[config.mk]
export PLATFORM = sky130hd
export DESIGN_NAME = aux_dma
export DESIGN_NICKNAME = d
export VERILOG_FILES = /design/src/rtl/aux_dma.sv
export SDC_FILE = /design/constraint.sdc
export NUM_CORES = 1
export LEC_CHECK = 0
export BUFFER_PORTS_ARGS = -buffer_cell sky130_fd_sc_hd__buf_2
export CORE_UTILIZATION = 35
export DETAILED_ROUTE_END_ITERATION = 7
export MAX_ROUTING_LAYER = met4
export PLACE_DENSITY = 0.58
export SYNTH_ARGS = -nofsm -noshare
export SYNTH_HDL_FRONTEND = slang
export SYNTH_SLANG_ARGS = --single-unit
[constraint.sdc]
create_clock -name clk -period 2.6 [get_ports clk]
set_input_delay 0.39 -clock clk [delete_from_list [all_inputs] [get_ports clk]]
set_output_delay 0.39 -clock clk [all_outputs]
set_load 0.01 [all_outputs]
[src/rtl/aux_dma.sv]
module aux_dma #(
  parameter int MAIN_AW = 16,
  parameter int AUX_AW  = 16
) (
  input  logic               clk,
  input  logic               rst_n,
  input  logic [3:0]         reg_addr,
  input  logic               reg_wr,
  input  logic [31:0]        reg_wdata,
  output logic [31:0]        reg_rdata,
  output logic               busy,
  output logic               irq,
  output logic               mm_req,
  output logic               mm_we,
  output logic [MAIN_AW-1:0] mm_addr,
  output logic [31:0]        mm_wdata,
  input  logic [31:0]        mm_rdata,
  input  logic               mm_ack,
  output logic               ax_req,
  output logic               ax_we,
  output logic [AUX_AW-1:0]  ax_addr,
  output logic [31:0]        ax_wdata,
  input  logic [31:0]        ax_rdata,
  input  logic               ax_ack
);
  localparam logic [3:0] A_MHI = 4'd0, A_MLO = 4'd1, A_XHI = 4'd2, A_XLO = 4'd3,
                         A_CHI = 4'd4, A_CLO = 4'd5, A_MW  = 4'd6, A_XW  = 4'd7,
                         A_CW  = 4'd8, A_SZ  = 4'd9, A_MODE = 4'd10, A_RFSH = 4'd11,
                         A_CTL = 4'd12;

  typedef enum logic [1:0] {S_IDLE, S_RD, S_WR} state_t;
  state_t st;

  logic [31:0]        mptr_q, xptr_q, cnt_q;
  logic [15:0]        size_q;
  logic               arm_hi, arm_lo, done_q, mask_q, zfill;
  logic [MAIN_AW-1:0] mp;
  logic [AUX_AW-1:0]  xp;
  logic [30:0]        rem;
  logic [31:0]        buf_q;

  wire dir     = cnt_q[31];
  wire aux_oob = |xptr_q[31:AUX_AW];
  wire armed   = arm_hi & arm_lo;
  wire wr_ok   = reg_wr & ~busy;
  wire src_ack = dir ? ax_ack : mm_ack;
  wire dst_ack = dir ? mm_ack : ax_ack;
  wire last    = rem <= 31'd4;

  assign busy = (st != S_IDLE) | armed;
  assign irq  = done_q & mask_q;

  assign mm_req   = (st == S_RD & ~dir) | (st == S_WR & dir);
  assign mm_we    = st == S_WR;
  assign mm_addr  = mp;
  assign mm_wdata = zfill ? 32'd0 : buf_q;
  assign ax_req   = (st == S_RD & dir) | (st == S_WR & ~dir);
  assign ax_we    = st == S_WR;
  assign ax_addr  = xp;
  assign ax_wdata = buf_q;

  always_comb begin
    case (reg_addr)
      A_MHI:   reg_rdata = {16'd0, mptr_q[31:16]};
      A_MLO:   reg_rdata = {16'd0, mptr_q[15:0]};
      A_XHI:   reg_rdata = {16'd0, xptr_q[31:16]};
      A_XLO:   reg_rdata = {16'd0, xptr_q[15:0]};
      A_CHI:   reg_rdata = {16'd0, cnt_q[31:16]};
      A_CLO:   reg_rdata = {16'd0, cnt_q[15:0]};
      A_MW:    reg_rdata = mptr_q;
      A_XW:    reg_rdata = xptr_q;
      A_CW:    reg_rdata = cnt_q;
      A_SZ:    reg_rdata = {16'd0, size_q};
      A_MODE:  reg_rdata = 32'd1;
      A_RFSH:  reg_rdata = 32'd0;
      A_CTL:   reg_rdata = {30'd0, mask_q, done_q};
      default: reg_rdata = 32'd0;
    endcase
  end

  always_ff @(posedge clk or negedge rst_n) begin
    if (!rst_n) begin
      mptr_q <= '0; xptr_q <= '0; cnt_q <= '0; size_q <= '0;
      arm_hi <= 1'b0; arm_lo <= 1'b0; done_q <= 1'b0; mask_q <= 1'b0;
      zfill <= 1'b0; mp <= '0; xp <= '0; rem <= '0; buf_q <= '0;
      st <= S_IDLE;
    end else begin
      if (wr_ok) begin
        case (reg_addr)
          A_MHI: mptr_q[31:16] <= reg_wdata[15:0];
          A_MLO: mptr_q[15:0]  <= reg_wdata[15:0];
          A_XHI: xptr_q[31:16] <= reg_wdata[15:0];
          A_XLO: xptr_q[15:0]  <= reg_wdata[15:0];
          A_CHI: begin cnt_q[31:16] <= reg_wdata[15:0]; arm_hi <= 1'b1; end
          A_CLO: begin cnt_q[15:0]  <= reg_wdata[15:0]; arm_lo <= 1'b1; end
          A_MW:  mptr_q <= reg_wdata;
          A_XW:  xptr_q <= reg_wdata;
          A_CW:  begin cnt_q <= reg_wdata; arm_hi <= 1'b1; arm_lo <= 1'b1; end
          A_SZ:  size_q <= reg_wdata[15:0];
          A_CTL: begin
            mask_q <= reg_wdata[1];
            if (reg_wdata[0]) done_q <= 1'b0;
          end
          default: ;
        endcase
      end
      case (st)
        S_IDLE: if (armed) begin
          arm_hi <= 1'b0;
          arm_lo <= 1'b0;
          if (!(aux_oob && !dir)) begin
            if (cnt_q[30:0] == 31'd0) begin
              done_q <= 1'b1;
            end else begin
              mp    <= mptr_q[MAIN_AW-1:0];
              xp    <= xptr_q[AUX_AW-1:0];
              rem   <= cnt_q[30:0];
              zfill <= aux_oob;
              st    <= aux_oob ? S_WR : S_RD;
            end
          end
        end
        S_RD: if (src_ack) begin
          buf_q <= dir ? ax_rdata : mm_rdata;
          st    <= S_WR;
        end
        S_WR: if (dst_ack) begin
          mp <= mp + MAIN_AW'(4);
          xp <= xp + AUX_AW'(4);
          if (last) begin
            cnt_q[30:0] <= '0;
            done_q      <= 1'b1;
            zfill       <= 1'b0;
            st          <= S_IDLE;
          end else begin
            rem <= rem - 31'd4;
            st  <= zfill ? S_WR : S_RD;
          end
        end
        default: st <= S_IDLE;
      endcase
    end
  end
endmodule

==> impl_metrics.env <==
export IMPL_grt_antenna_before_repair=1
export IMPL_wirelength_um=41900
export IMPL_drive_above_1_share_pct=31.6
export IMPL_hold_viol=0
export IMPL_yosysSeqAreaShare_pct=46.1
export IMPL_async_flop_share_pct=100
export IMPL_peakVddDrop_mv=0.598
export IMPL_dieArea_um2=33900
export IMPL_cts_max_level=1
export IMPL_via_count=11500
export IMPL_yosysUniqueCellTypes=67
export IMPL_hp_start="mm_rdata[14]"
export IMPL_status="finished, violations left"
export IMPL_hold_path_end="ax_wdata[14]"
export IMPL_r2r_setup_slack_ps=-30
export IMPL_synth_area_top_cells="dfrtp_1 46%, mux2i_1 5.7%, mux2_2 4.7%"
export IMPL_cts_tree="done"
export IMPL_syn_area_um2=11600
export IMPL_num_io_pins=239
export IMPL_arrival_ps=3040
export IMPL_die_y_um=184
export IMPL_port_buffers=238
export IMPL_worst_pin_slew_ps=1180
export IMPL_violations="design-rule violations, negative setup slack"
export IMPL_insertion_delay_ps=520
export IMPL_syn_nets=1355
export IMPL_hold_class="input pin to flip-flop"
export IMPL_setup_violations=4
export IMPL_r2r_end="rem[7]"
export IMPL_cp_common_cell="or4_4"
export IMPL_synth_top_area_cell="dfrtp_1"
export IMPL_drcViolationCount=6
export IMPL_rr_worst_depth=7
export IMPL_drt_iter0_drc=1288
export IMPL_synth_edf_count=0
export IMPL_ys_seq_elements=214
export IMPL_period_needed_ps=2630
export IMPL_hpwl_um=30400
export IMPL_critical_path_peak_fanout=6
export IMPL_syn_to_final_growth_pct=30.5
export IMPL_fill_cells=3155
export IMPL_critPathKind="flip-flop to flip-flop"
export IMPL_die_x_um=184
export IMPL_crit_chain="or4_4 -> or4_4 -> nor4_4 -> a21oi_4 -> buf_12 -> or2_4 -> a22o_1"
export IMPL_place_area_um2=14100
export IMPL_startpoint_type="flip-flop"
export IMPL_rows=66
export IMPL_slew_viol_final=0
export IMPL_detail_route_antenna_nets=0
export IMPL_ys_warn_count=0
export IMPL_max_slew_margin_pct=21.4
export IMPL_fin_setup_tns_ps=-83.6
export IMPL_timing_final_ws_setup_ps=-29.0
export IMPL_grt_max_degree=65
export IMPL_cts_buffers=25
export IMPL_post_route_period_util_pct=101
export IMPL_required_ps=3010
export IMPL_powerDensity_nw_per_um2=1150
export IMPL_grt_setup_unrepaired="true"
export IMPL_synth_main_ff_cell="dfrtp_1"
export IMPL_crit_path_max_incr_delay_ps=560
export IMPL_clock_sinks=214
export IMPL_syn_instance_count=1246
export IMPL_max_cap_viol_count=0
export IMPL_end_kind="flip-flop"
export IMPL_grt_pass1_wl_um=63800
export IMPL_final_cell_area_um2=15100
export IMPL_drt_pass1_iterations=8
export IMPL_overflow=0
export IMPL_wl_per_cell_um=20.8
export IMPL_fin_worst_skew_ps=10.4
export IMPL_via_per_inst=5.72
export IMPL_grt_pass1_vias=10700
export IMPL_start_util_pct=35.6
export IMPL_clockRootBuffer="clkbuf_16"
export IMPL_whs_path_depth=3
export IMPL_cts_buffer_depth=3
export IMPL_path_clk_slew_ps=60
export IMPL_coreArea_um2=32600
export IMPL_grt_usage_pct=25.0
export IMPL_netlist_area_leader_share_pct=46.1
export IMPL_slowest_stage="or4_4"
export IMPL_fin_nets=1664
export IMPL_r2r_start="rem[4]"
export IMPL_clock_fmax_ghz=0.380
export IMPL_syn_area_per_cell_um2=9.31
export IMPL_p_leak_nw=6.89
export IMPL_place_congestion=0.947
-- registers in the layout (all words and copies together), names as in the netlist --
signal,flops
arm_hi,1
arm_lo,1
ax_addr,16
ax_wdata,32
cnt_q,32
done_q,1
mask_q,1
mm_addr,16
mptr_q,32
rem,31
size_q,16
st,2
xptr_q,32
zfill,1
-- through the flow --
step,worst slack [ps],util [%],hold slack (ps),power (mW),instances
after floorplan,160,-,94.4,10.1,1246
after global placement,-244,43.2,369,13.4,1961
after detailed placement,-298,43.2,379,13.6,1961
after CTS,2.82,45.9,143,17.2,2006
after global routing,-77.3,46.4,159,18.5,2015
final,-29.0,46.4,156,17.4,2015
-- layer usage --
| layer | GRT usage [%] | vias up | wire length (um) | part of all wire, % |
|---|---|---|---|---|
| met5 | - | - | 0 | 0 |
| met1 | 34.8 | 5675 | 18300 | 44 |
| met3 | 4.17 | 65 | 3440 | 8.2 |
| li1 | - | 5281 | - | - |
| met4 | 8.27 | 0 | 1240 | 3.0 |
| met2 | 36.8 | 500 | 18900 | 45 |
-- repair_timing --
action                                  in CTS  in global routing
hold buffers                                 1                  0
endpoints found under the setup margin      31                 69
cloned                                       0                  3
endpoints found under the hold margin       58                  0
gates resized for setup                      5                 16
pin swaps                                    0                  6
buffers inserted                             0                  5
-- critical path: cells and delay by family, from the launching register on --
family,cells,cell delay (ps)
DFF,1,380
buffers and inverters,1,170
AOI/OAI and AO/OA,2,370
and+or+nand+nor,4,1600
-- synth_stat cells, types with 3 or more instances --
cell / instances
a21oi_1: 95
a211oi_1: 3
inv_1: 35
nor2_1: 119
nor3b_1: 8
nand2_1: 129
ha_1: 4
or4_1: 6
buf_2: 7
o221a_2: 3
a221o_1: 3
nand3_1: 33
a22o_1: 6
nand2b_1: 8
and2_1: 4
a2bb2oi_1: 10
a31oi_1: 10
o21ai_0: 82
a41o_1: 3
o22a_1: 7
and4_1: 5
clkbuf_1: 71
a311oi_1: 4
mux2_2: 48
a222oi_1: 31
nor4_1: 20
dfrtp_1: 214
nor2b_1: 34
or3_1: 5
or2_2: 3
nor3_1: 15
and3_1: 6
a22oi_1: 57
buf_1: 7
o22ai_1: 26
o2bb2ai_1: 17
mux2i_1: 66
nand4_1: 8
-- final cells by class --
type | instances | area (um2) | share of cell area (%)
Antenna cell | 1 | 2.50 | 0.0165
Clock buffer | 33 | 696 | 4.59
Clock inverter | 11 | 133 | 0.875
Inverter | 35 | 131 | 0.867
Multi-Input combinational cell | 910 | 5890 | 38.9
Sequential cell | 214 | 5360 | 35.4
Tap cell | 442 | 553 | 3.65
Timing Repair Buffer | 369 | 2380 | 15.7
-- where the power goes --
group | switching, mW | internal (mW) | leakage [nW]
Clock | 1.43 | 2.17 | 0.411
Sequential | 1.68 | 4.90 | 2.58
Combinational | 3.93 | 3.31 | 3.90
-- cell families (layout without fill, tap and decap cells) --
| family | count (synthesis) | after routing | share of synthesized area (%) |
|---|---|---|---|
| AND/OR/NAND/NOR | 413 | 414 | 17.0 |
| AO/OA/AOI/OAI | 378 | 378 | 21.9 |
| flip-flops | 214 | 214 | 46.1 |
| buffers and inverters | 123 | 448 | 4.18 |
| multiplexers | 114 | 114 | 10.4 |
| adder cells (fa/ha/maj) | 4 | 4 | 0.431 |
| other | 0 | 1 | 0 |
-- placed cells by master (no fill, tap or decap), drive strengths merged, types with 26 or more instances in the layout --
cell type,n
o22ai,26
inv,35
a21oi,96
buf,366
o21ai,83
nand2,129
a222oi,31
nor2,121
a22oi,57
nand3,33
mux2i,66
mux2,48
clkbuf,35
dfrtp,214
nor2b,34
-- worst max path at each step --
| stage | startpoint | to | slack, ps |
|---|---|---|---|
| 2_1_floorplan | rem[2] | rem[12] | 160 |
| 3_3_place_gp | rem[6] | rem[29] | -240 |
| 3_5_place_dp | rem[6] | rem[28] | -300 |
| 4_1_cts | rem[6] | rem[7] | 3 |
| 5_1_grt | rem[4] | rem[7] | -80 |
| 6_report | rem[4] | rem[7] | -30 |
Note: power is estimated with default switching activity, not from simulation.
